===== src/rtl/pfc_pkg.sv =====
package pfc_pkg;

    typedef enum logic [1:0] {
        ST_OFF  = 2'd0,
        ST_WAIT = 2'd1,
        ST_ON   = 2'd2,
        ST_OVP  = 2'd3
    } pfc_state_e;

    localparam int NUM_FLAGS = 5;
    localparam int FLG_EN = 0;
    localparam int FLG_UV = 1;
    localparam int FLG_OV = 2;
    localparam int FLG_OC = 3;
    localparam int FLG_ZX = 4;

endpackage


===== src/rtl/pfc_flag_sync.sv =====
module pfc_flag_sync #(
    parameter int N = 5
) (
    input  logic         clk,
    input  logic         rst_n,
    input  logic [N-1:0] d_in,
    output logic [N-1:0] q_out
);

    for (genvar i = 0; i < N; i++) begin : g_bit
        logic s1, s2;
        always_ff @(posedge clk or negedge rst_n) begin
            if (!rst_n) begin
                s1 <= 1'b0;
                s2 <= 1'b0;
            end else begin
                s1 <= d_in[i];
                s2 <= s1;
            end
        end
        assign q_out[i] = s2;
    end

endmodule


===== src/rtl/pfc_wdog.sv =====
module pfc_wdog #(
    parameter int WD_CYCLES = 20000
) (
    input  logic clk,
    input  logic rst_n,
    input  logic clr,
    output logic expire
);

    localparam int WD_W = (WD_CYCLES > 1) ? $clog2(WD_CYCLES) : 1;
    localparam logic [WD_W-1:0] WD_LAST = WD_W'(WD_CYCLES - 1);

    logic [WD_W-1:0] cnt;

    assign expire = (cnt == WD_LAST);

    always_ff @(posedge clk or negedge rst_n) begin
        if (!rst_n)
            cnt <= '0;
        else if (clr || expire)
            cnt <= '0;
        else
            cnt <= cnt + 1'b1;
    end


    wd_range_chk: assert property (@(posedge clk) disable iff (!rst_n)
        cnt <= WD_LAST);

endmodule


===== src/rtl/pfc_ontime.sv =====
module pfc_ontime #(
    parameter int CNT_W  = 8,
    parameter int ON_MAX = 200
) (
    input  logic             clk,
    input  logic             rst_n,
    input  logic [CNT_W-1:0] base,
    input  logic [CNT_W-1:0] ext,
    input  logic             start,
    input  logic             active,
    output logic             len_zero,
    output logic             done
);

    localparam logic [CNT_W:0] MAX_W = (CNT_W+1)'(ON_MAX);

    logic [CNT_W:0]   sum;
    logic [CNT_W-1:0] len_sat;
    logic [CNT_W-1:0] len_q;
    logic [CNT_W-1:0] cnt;

    assign sum      = {1'b0, base} + {1'b0, ext};
    assign len_sat  = (sum > MAX_W) ? MAX_W[CNT_W-1:0] : sum[CNT_W-1:0];
    assign len_zero = (len_sat == '0);
    assign done     = active && (cnt >= len_q);

    always_ff @(posedge clk or negedge rst_n) begin
        if (!rst_n) begin
            len_q <= '0;
            cnt   <= '0;
        end else if (start) begin
            len_q <= len_sat;
            cnt   <= CNT_W'(1);
        end else if (active) begin
            cnt <= cnt + 1'b1;
        end
    end


    on_len_chk: assert property (@(posedge clk) disable iff (!rst_n)
        active |-> (cnt <= len_q));


    nonzero_start_chk: assert property (@(posedge clk) disable iff (!rst_n)
        start |=> (len_q != '0));

endmodule


===== src/rtl/pfc_gate_seq.sv =====
module pfc_gate_seq
    import pfc_pkg::*;
#(
    parameter int CNT_W     = 8,
    parameter int ON_MAX    = 200,
    parameter int WD_CYCLES = 20000
) (
    input  logic             clk,
    input  logic             rst_n,
    input  logic             en_in,
    input  logic             uv_in,
    input  logic             ov_in,
    input  logic             oc_in,
    input  logic             zx_in,
    input  logic [CNT_W-1:0] on_base,
    input  logic [CNT_W-1:0] on_ext,
    output logic             gate_out
);

    pfc_state_e state, nxt;
    logic [NUM_FLAGS-1:0] raw, syn;
    logic en_s, uv_s, ov_s, oc_s, zx_s, zx_prev, zx_fall;
    logic enabled, start, wd_clr, wd_exp, len_zero, on_done;

    assign raw[FLG_EN] = en_in;
    assign raw[FLG_UV] = uv_in;
    assign raw[FLG_OV] = ov_in;
    assign raw[FLG_OC] = oc_in;
    assign raw[FLG_ZX] = zx_in;

    pfc_flag_sync #(.N(NUM_FLAGS)) i_sync (
        .clk(clk), .rst_n(rst_n), .d_in(raw), .q_out(syn)
    );

    assign en_s = syn[FLG_EN];
    assign uv_s = syn[FLG_UV];
    assign ov_s = syn[FLG_OV];
    assign oc_s = syn[FLG_OC];
    assign zx_s = syn[FLG_ZX];

    always_ff @(posedge clk or negedge rst_n) begin
        if (!rst_n) zx_prev <= 1'b0;
        else        zx_prev <= zx_s;
    end

    assign zx_fall = zx_prev && !zx_s;
    assign enabled = en_s && !uv_s;
    assign wd_clr  = start || (state == ST_OFF) || (state == ST_OVP);

    pfc_wdog #(.WD_CYCLES(WD_CYCLES)) i_wdog (
        .clk(clk), .rst_n(rst_n), .clr(wd_clr), .expire(wd_exp)
    );

    pfc_ontime #(.CNT_W(CNT_W), .ON_MAX(ON_MAX)) i_ontime (
        .clk(clk), .rst_n(rst_n), .base(on_base), .ext(on_ext),
        .start(start), .active(state == ST_ON),
        .len_zero(len_zero), .done(on_done)
    );

    // next-state logic
    always_comb begin
        nxt   = state;
        start = 1'b0;
        if (!enabled) begin
            nxt = ST_OFF;
        end else if (ov_s) begin
            nxt = ST_OVP;
        end else begin
            unique case (state)
                ST_OFF:  nxt = ST_WAIT;
                ST_WAIT: if ((zx_fall || wd_exp) && !len_zero) begin
                             nxt   = ST_ON;
                             start = 1'b1;
                         end
                ST_ON:   if (oc_s || on_done) nxt = ST_WAIT;
                ST_OVP:  if (!len_zero) begin
                             nxt   = ST_ON;
                             start = 1'b1;
                         end else begin
                             nxt = ST_WAIT;
                         end
            endcase
        end
    end

    // state register
    always_ff @(posedge clk or negedge rst_n) begin
        if (!rst_n) state <= ST_OFF;
        else        state <= nxt;
    end

    // output process
    always_comb begin
        gate_out = (state == ST_ON);
    end


    disable_low_chk: assert property (@(posedge clk) disable iff (!rst_n)
        !enabled |=> !gate_out);


    ov_hold_chk: assert property (@(posedge clk) disable iff (!rst_n)
        ov_s |=> !gate_out);


    oc_cut_chk: assert property (@(posedge clk) disable iff (!rst_n)
        (gate_out && oc_s) |=> !gate_out);


    wd_not_on_chk: assert property (@(posedge clk) disable iff (!rst_n)
        gate_out |-> !wd_exp);


    rise_src_chk: assert property (@(posedge clk) disable iff (!rst_n)
        $rose(gate_out) |-> $past(zx_fall || wd_exp || state == ST_OVP));

endmodule


===== config.mk =====
export PLATFORM = sky130hd
export DESIGN_NAME = pfc_gate_seq
export DESIGN_NICKNAME = d
export VERILOG_FILES = /design/src/rtl/pfc_pkg.sv /design/src/rtl/pfc_flag_sync.sv /design/src/rtl/pfc_wdog.sv /design/src/rtl/pfc_ontime.sv /design/src/rtl/pfc_gate_seq.sv
export SDC_FILE = /design/constraint.sdc
export NUM_CORES = 1
export LEC_CHECK = 0
export ABC_AREA = 1
export BUFFER_PORTS_ARGS = -buffer_cell sky130_fd_sc_hd__clkbuf_2
export CAP_MARGIN = 10
export CELL_PAD_IN_SITES_DETAIL_PLACEMENT = 1
export CELL_PAD_IN_SITES_GLOBAL_PLACEMENT = 1
export CORE_UTILIZATION = 44
export CTS_CLUSTER_DIAMETER = 200
export DETAILED_ROUTE_END_ITERATION = 7
export GPL_TIMING_DRIVEN = 0
export PLACE_DENSITY = 0.88
export SLEW_MARGIN = 20
export SYNTH_ARGS = -nofsm -noshare
export SYNTH_HDL_FRONTEND = slang
export SYNTH_HIERARCHICAL = 1
export SYNTH_SLANG_ARGS = --single-unit

===== constraint.sdc =====
create_clock -name clk -period 2.5 [get_ports clk]
set_input_delay 0.125 -clock clk [delete_from_list [all_inputs] [get_ports clk]]
set_output_delay 0.125 -clock clk [all_outputs]
set_load 0.02 [all_outputs]

; ---- Word-level counts from Yosys, hierarchy flattened
; Cells that the tools add are included.
; W data, S select, Z words.
[classes]
n_addsub = 3
n_lt_le_gt_ge = 2
n_eq_ne = 6
muxes = 15
reduce_logical = 16
[op_table]
columns = op, n
row1 = $mux W8, 3
row2 = $add A15 B1 Y15 const B, 1
row3 = $eq A15 B15 Y1 const B, 1
row4 = $mux W15, 1
row5 = $mux W2, 5
row6 = $add A8 B8 Y9, 1
row7 = $gt A9 B8 Y1 const B, 1
row8 = $add A8 B1 Y8 const B, 1
row9 = $ge A8 B8 Y1, 1
row10 = $logic_not A8 Y1, 1
row11 = $pmux W2 S4, 1
row12 = $logic_or A1 B1 Y1, 5
row13 = $eq A2 B2 Y1 const B, 2
row14 = $logic_and A1 B1 Y1, 4
row15 = $mux W1, 4
row16 = $ne A4 B3 Y1 const B, 1
row17 = $ne A4 B4 Y1 const B, 1
row18 = $logic_not A1 Y1, 3
row19 = $eq A2 B1 Y1 const B, 1
row20 = $logic_not A2 Y1, 1
row21 = $pmux W1 S2, 1
row22 = $reduce_and A2 Y1, 1
row23 = $reduce_bool A2 Y1, 1
[totals]
register_bits = 44
in_bits = 23
out_inout_bits = 1
elab_cells = 57

; ---- Longest topological paths before layout
[logic_depth]
ltp_word = 14
ltp_mapped = 24
depth_no_buf = 22

; ---- Hierarchy
; Netlist, hierarchy kept.
[modules_own_cells]
columns = mod, n_inst, cells_per_inst, area_each_um2, seq_area_each_um2
row1 = pfc_ontime, 1, 211, 1460.2, 400.4
row2 = pfc_wdog, 1, 107, 860.8, 375.4
row3 = pfc_flag_sync, 1, 15, 287.8, 250.2
row4 = pfc_gate_seq, 1, 37, 226.5, 75.1

; ---- Least setup slack after synthesis
; Ideal clock, no wire load.
[synth_path]
kind = input to register
startpoint = input port on_base[0]
endpoint = register i_ontime.cnt[0]
setup_time_ns = 0.142
arrival_time_ns = 2.508
required_time_ns = 2.358
slack_ns = -0.151
stages = 23
n_path_buf = 2
cell_sequence = ha_1 > inv_1 > fa_1 > inv_1 > nand3_1 > nand2_1 > nand2_1 > nand2_2 > nand2_1 > inv_1 > nand2_2 > nand2_4 > nand4_2 > nor2_1 > inv_1 > nand3_1 > nand2_1 > nand3_1 > inv_1 > buf_2 > inv_1 > clkbuf_1 > o21ai_0
[synth_via]
elab_chain_len = 11
word_cells_on_any_way = 13
classes_between = add/sub (1) / order compare (1) / mux (7) / reduce/logical (4)
[synth_rtl]
columns = element, line
row1 = "start, declared", pfc_gate_seq.sv:15  ; input logic [CNT_W-1:0] on_base,
row2 = $add A8 B8 Y9 (*), pfc_ontime.sv:22  ; assign sum = {1'b0, base} + {1'b0, ext};
row3 = $gt A9 B8 Y1, pfc_ontime.sv:23  ; assign len_sat = (sum > MAX_W) ? MAX_W[CNT_W-1:0] : sum[CNT_W-1:0];
row4 = $mux W8 (*), pfc_ontime.sv:23
row5 = $logic_not A8 Y1 (*), pfc_ontime.sv:24  ; assign len_zero = (len_sat == '0);
row6 = named net len_zero, pfc_gate_seq.sv:23  ; logic enabled, start, wd_clr, wd_exp, len_zero, on_done;
row7 = $logic_not A1 Y1, --
row8 = $logic_and A1 B1 Y1, pfc_gate_seq.sv:71  ; ST_WAIT: if ((zx_fall || wd_exp) && !len_zero) begin
row9 = $mux W1, pfc_gate_seq.sv:71
row10 = $pmux W1 S2 (*), pfc_gate_seq.sv:69  ; unique case (state)
row11 = $mux W1 (*), pfc_gate_seq.sv:66  ; end else if (ov_s) begin
row12 = $mux W1 (*), pfc_gate_seq.sv:64  ; if (!enabled) begin
row13 = named net start, pfc_gate_seq.sv:23
row14 = $mux W8 / $reduce_bool A2 Y1 (equally long branches), --
row15 = "end signal, assigned", pfc_ontime.sv:35  ; cnt <= cnt + 1'b1;
row16 = "end, declared", pfc_ontime.sv:20  ; logic [CNT_W-1:0] cnt;
; The timed path passes the listed nets; every way through them passes the cells marked *.
; A chain may end at the register's enable or synchronous reset.

; ---- Final worst setup path
[layout_path]
startpoint = input port on_base[0]
endpoint = register i_wdog.cnt[13]
[layout_via]
elab_chain_len = 14
word_cells_on_any_way = 15
classes_between = add/sub (1) / order compare (1) / mux (7) / reduce/logical (6)
[layout_rtl]
columns = element, line
row1 = $add A8 B8 Y9 (*), pfc_ontime.sv:22
row2 = $gt A9 B8 Y1, pfc_ontime.sv:23
row3 = $mux W8 (*), pfc_ontime.sv:23
row4 = $logic_not A8 Y1 (*), pfc_ontime.sv:24
row5 = named net len_zero, pfc_gate_seq.sv:23
row6 = $logic_not A1 Y1, --
row7 = $logic_and A1 B1 Y1, pfc_gate_seq.sv:71
row8 = $mux W1, pfc_gate_seq.sv:71
row9 = $pmux W1 S2 (*), pfc_gate_seq.sv:69
row10 = $mux W1 (*), pfc_gate_seq.sv:66
row11 = $mux W1 (*), pfc_gate_seq.sv:64
row12 = $logic_or A1 B1 Y1 (*) (2 in series), pfc_gate_seq.sv:48  ; assign wd_clr = start || (state == ST_OFF) || (state == ST_OVP);
row13 = named net wd_clr, pfc_gate_seq.sv:23
row14 = $logic_or A1 B1 Y1 (*), pfc_wdog.sv:20  ; else if (clr || expire)
row15 = $mux W15 (*), pfc_wdog.sv:20
row16 = "end signal, assigned", pfc_wdog.sv:23  ; cnt <= cnt + 1'b1;
row17 = "end, declared", pfc_wdog.sv:13  ; logic [WD_W-1:0] cnt;
; Marked as above.

==> results.cfg <==
[finish]
multi_input_area_sq_um = 1510
syn2layout_area_growth_pct = 18.6
final_core_util_pct = 55.5
regArea_sq_um = 1100
n_antenna_cell = 0
nFillCells = 762
final_common_cell = nand2_1
finish.instance_area_sq_um = 3360
final_nets = 456
final_cell_count_no_fill = 490
drive_above_1_share_pct = 24.3
layout_common_cells = nand2_1, inv_1, dfrtp_1

[route]
antenna_left = 0
num_vias = 2526
vias_per_cell = 5.16
first_pass_iters = 4
wl_per_cell_um = 14.4
drt-total-wl_um = 7040
drt_iter0_drc = 110
drc = 0

[sta]
period_share_pct = 93.2
fmax_mhz = 429
worstMarginPinSlew_ns = 0.592
timing.final.ws_setup_ns = 0.170
drv_slew = 0
finalClockSkew_ns = 0.00547
fin_crit_ns = 2.33
setup_viol = 0
hold_violations = 0
max-slew-margin-rel_pct = 60.6
rsz0062_at_grt = true
setup_tns_ns = 0

[worst_setup_path]
arrival_ns = 2.56
endpoint_kind = flop
worstSetupPathType = input pin to flop
required_ns = 2.73
worst_setup_path_start_kind = input pin
r2r_cells = 16
r2r-start = i_wdog/cnt[0]
critPathMaxFanout = 10
r2r_slack_ns = 0.26
worst_r2r_endpoint = i_ontime/len_q[3]

[logic_synthesis]
ys_seq_area_share_pct = 38.8
yosysUniqueCellTypes = 33
synth_top_area_share_pct = 38.8
synth_top_area_cell = dfrtp_1
syn_inst = 370
synth.avg_cell_area_sq_um = 7.66
synth_area_sq_um = 2840
synth.area.top_cells = dfrtp_1, nand2_1, ha_1
synth_warnings = 6
ys_ff_latch = 44
syn_nets = 412

[min_path]
worstHoldPathType = input pin to flop
hp-start = on_ext[0]
min_to = i_ontime/len_q[0]
hold_depth = 4

[global_route]
grt_usage_pct = 23.8
first_global_vias = 2659
grt_overflow = 0
grt_pass1_wl_um = 12100
grt_max_degree = 45
antenna_found_initial = 0

[clock_network]
worstSkewPairLatency_ns = 0.30
cts_buffer_depth = 2
cts_tree = done
htreeDepth = 2
cts_sinks = 44
root_buffer = clkbuf_8
cts_buffers = 5
clk_pin_slew_ns = 0.09

[floorplanning]
dieArea_sq_um = 6770
die_h_um = 82.3
die_x_um = 82.3
start_util_pct = 46.8
placementRows = 28
ios = 24
coreArea_sq_um = 6060

[placed_design]
place_area_sq_um = 3050
io_buffers = 23
routabilityCongestion = 0.809
dp.cells = 468
dp_worst_setup_slack_ns = -0.559
dpl.hpwl_um = 5040

[pwr]
clkPwrFrac_pct = 28.3
power_density_nw_per_um2 = 596
vdd_drop_max_mv = 0.342
switching_share_pct = 33.8
p_leak_nw = 1.67
p_switching_mw = 0.679
pwr-share-comb_pct = 28.8
seqPwrFrac_pct = 42.9
internal-power_mw = 1.33

[run_status]
status = finished clean

[flow_run]
drv_cap = 0
-- what timing repair did --
item	in CTS	in global routing
setup endpoints to repair	30	30
gates resized for setup	10	11
buffers inserted	3	4
hold endpoints to repair	5	44
cloned	1	0
hold buffers	5	1
pin swaps	3	5
-- worst max path at each step --
stage                           from           endpoint  slack [ns]  cells past startpoint
after CTS                 on_base[0]  i_ontime/len_q[3]        0.02                     25
after floorplan           on_base[0]    i_ontime/cnt[0]        0.03                     23
after detailed placement  on_base[0]    i_ontime/cnt[0]       -0.56                     24
final                     on_base[0]     i_wdog/cnt[13]        0.17                     21
after global placement    on_base[0]    i_ontime/cnt[0]       -0.44                     24
after global routing      on_base[0]    i_ontime/cnt[5]       -0.03                     25
-- synthesized netlist by cell type --
cell type and instances:
o2111ai_1 1, clkinv_1 1, nand2_2 13, nand3b_1 2, clkbuf_1 1, o21a_1 1
inv_1 54, nor2_2 13, nand2_4 2, xnor2_1 1, ha_1 18, buf_4 5
nor2_4 3, a21oi_1 14, nand4_1 13, nand4_2 1, nor4_1 1, dfrtp_1 44
nand3_1 25, nand3_2 2, a21oi_2 3, fa_1 1, o21bai_1 2, nor2_1 37
xor2_1 4, nand2_1 88, nor3_1 2, or2_1 1, inv_2 2, buf_2 1
nor4_2 1, o21ai_0 12, buf_12 1
-- power by group through the flow --
stage / Sequential, mW / Combinational [mW] / Clock (mW)
6_report: 0.860 / 0.578 / 0.567
2_1_floorplan: 0.853 / 0.396 / 0
5_1_grt: 0.875 / 0.663 / 0.610
3_5_place_dp: 0.875 / 0.538 / 0
3_3_place_gp: 0.868 / 0.491 / 0
4_1_cts: 0.861 / 0.567 / 0.584
-- metrics by stage --
stage	hold slack, ns	total power [mW]
final	0.295	2.01
after global routing	0.312	2.15
after floorplan	-0.171	1.25
after global placement	0.234	1.36
after CTS	0.0685	2.01
after detailed placement	0.235	1.41
-- per-layer routing --
metal / GRT usage (%) / wire (um)
met1: 27.3 / 3050
met2: 43.2 / 3720
met3: 5.05 / 171
met4: 8.77 / 109
met5: 0 / 0
-- kinds of logic (layout without fill, tap and decap cells) --
| family | after synthesis | count (layout) | synth area share [%] |
|---|---|---|---|
| AO/OA/AOI/OAI | 33 | 33 | 6.62 |
| XOR/XNOR | 5 | 5 | 1.54 |
| adder cells (fa/ha/maj) | 19 | 19 | 8.65 |
| buffers and inverters | 65 | 110 | 9.88 |
| flip-flops | 44 | 44 | 38.8 |
| AND/OR/NAND/NOR | 204 | 204 | 34.5 |
-- cell type report --
cell class,instances,share of cell area [%]
multi-input combinational,261,45.0
sequential,44,32.8
timing repair buffer,37,7.07
inverter,57,6.51
tap,75,2.79
buffer,8,2.46
clock buffer,5,2.05
clock inverter,3,1.38
-- worst max-delay path, cell delays in order --
cell and delay, ns:
clkbuf_2 0.10, ha_4 0.14, inv_1 0.05, fa_2 0.53, nand4_1 0.13, nand3_1 0.11, nand2_1 0.05, inv_1 0.06
nand2_2 0.06, nand2_4 0.07, nand4_1 0.10, nor2_2 0.15, inv_2 0.07, nand3_1 0.09, nand2_2 0.08, nand3_2 0.08
o21ai_2 0.07, inv_1 0.12, nand2_4 0.09, buf_12 0.15, nor2_2 0.13
-- state kept, by name, summed over array words and instances, names as in the netlist --
signal           count
i_ontime/cnt         8
i_wdog/cnt          15
state                2
i_ontime/len_q       8
zx_prev              1
i_sync/g_bit.s1      5
i_sync/g_bit.s2      5
Note: power is estimated with default switching activity, not from simulation.
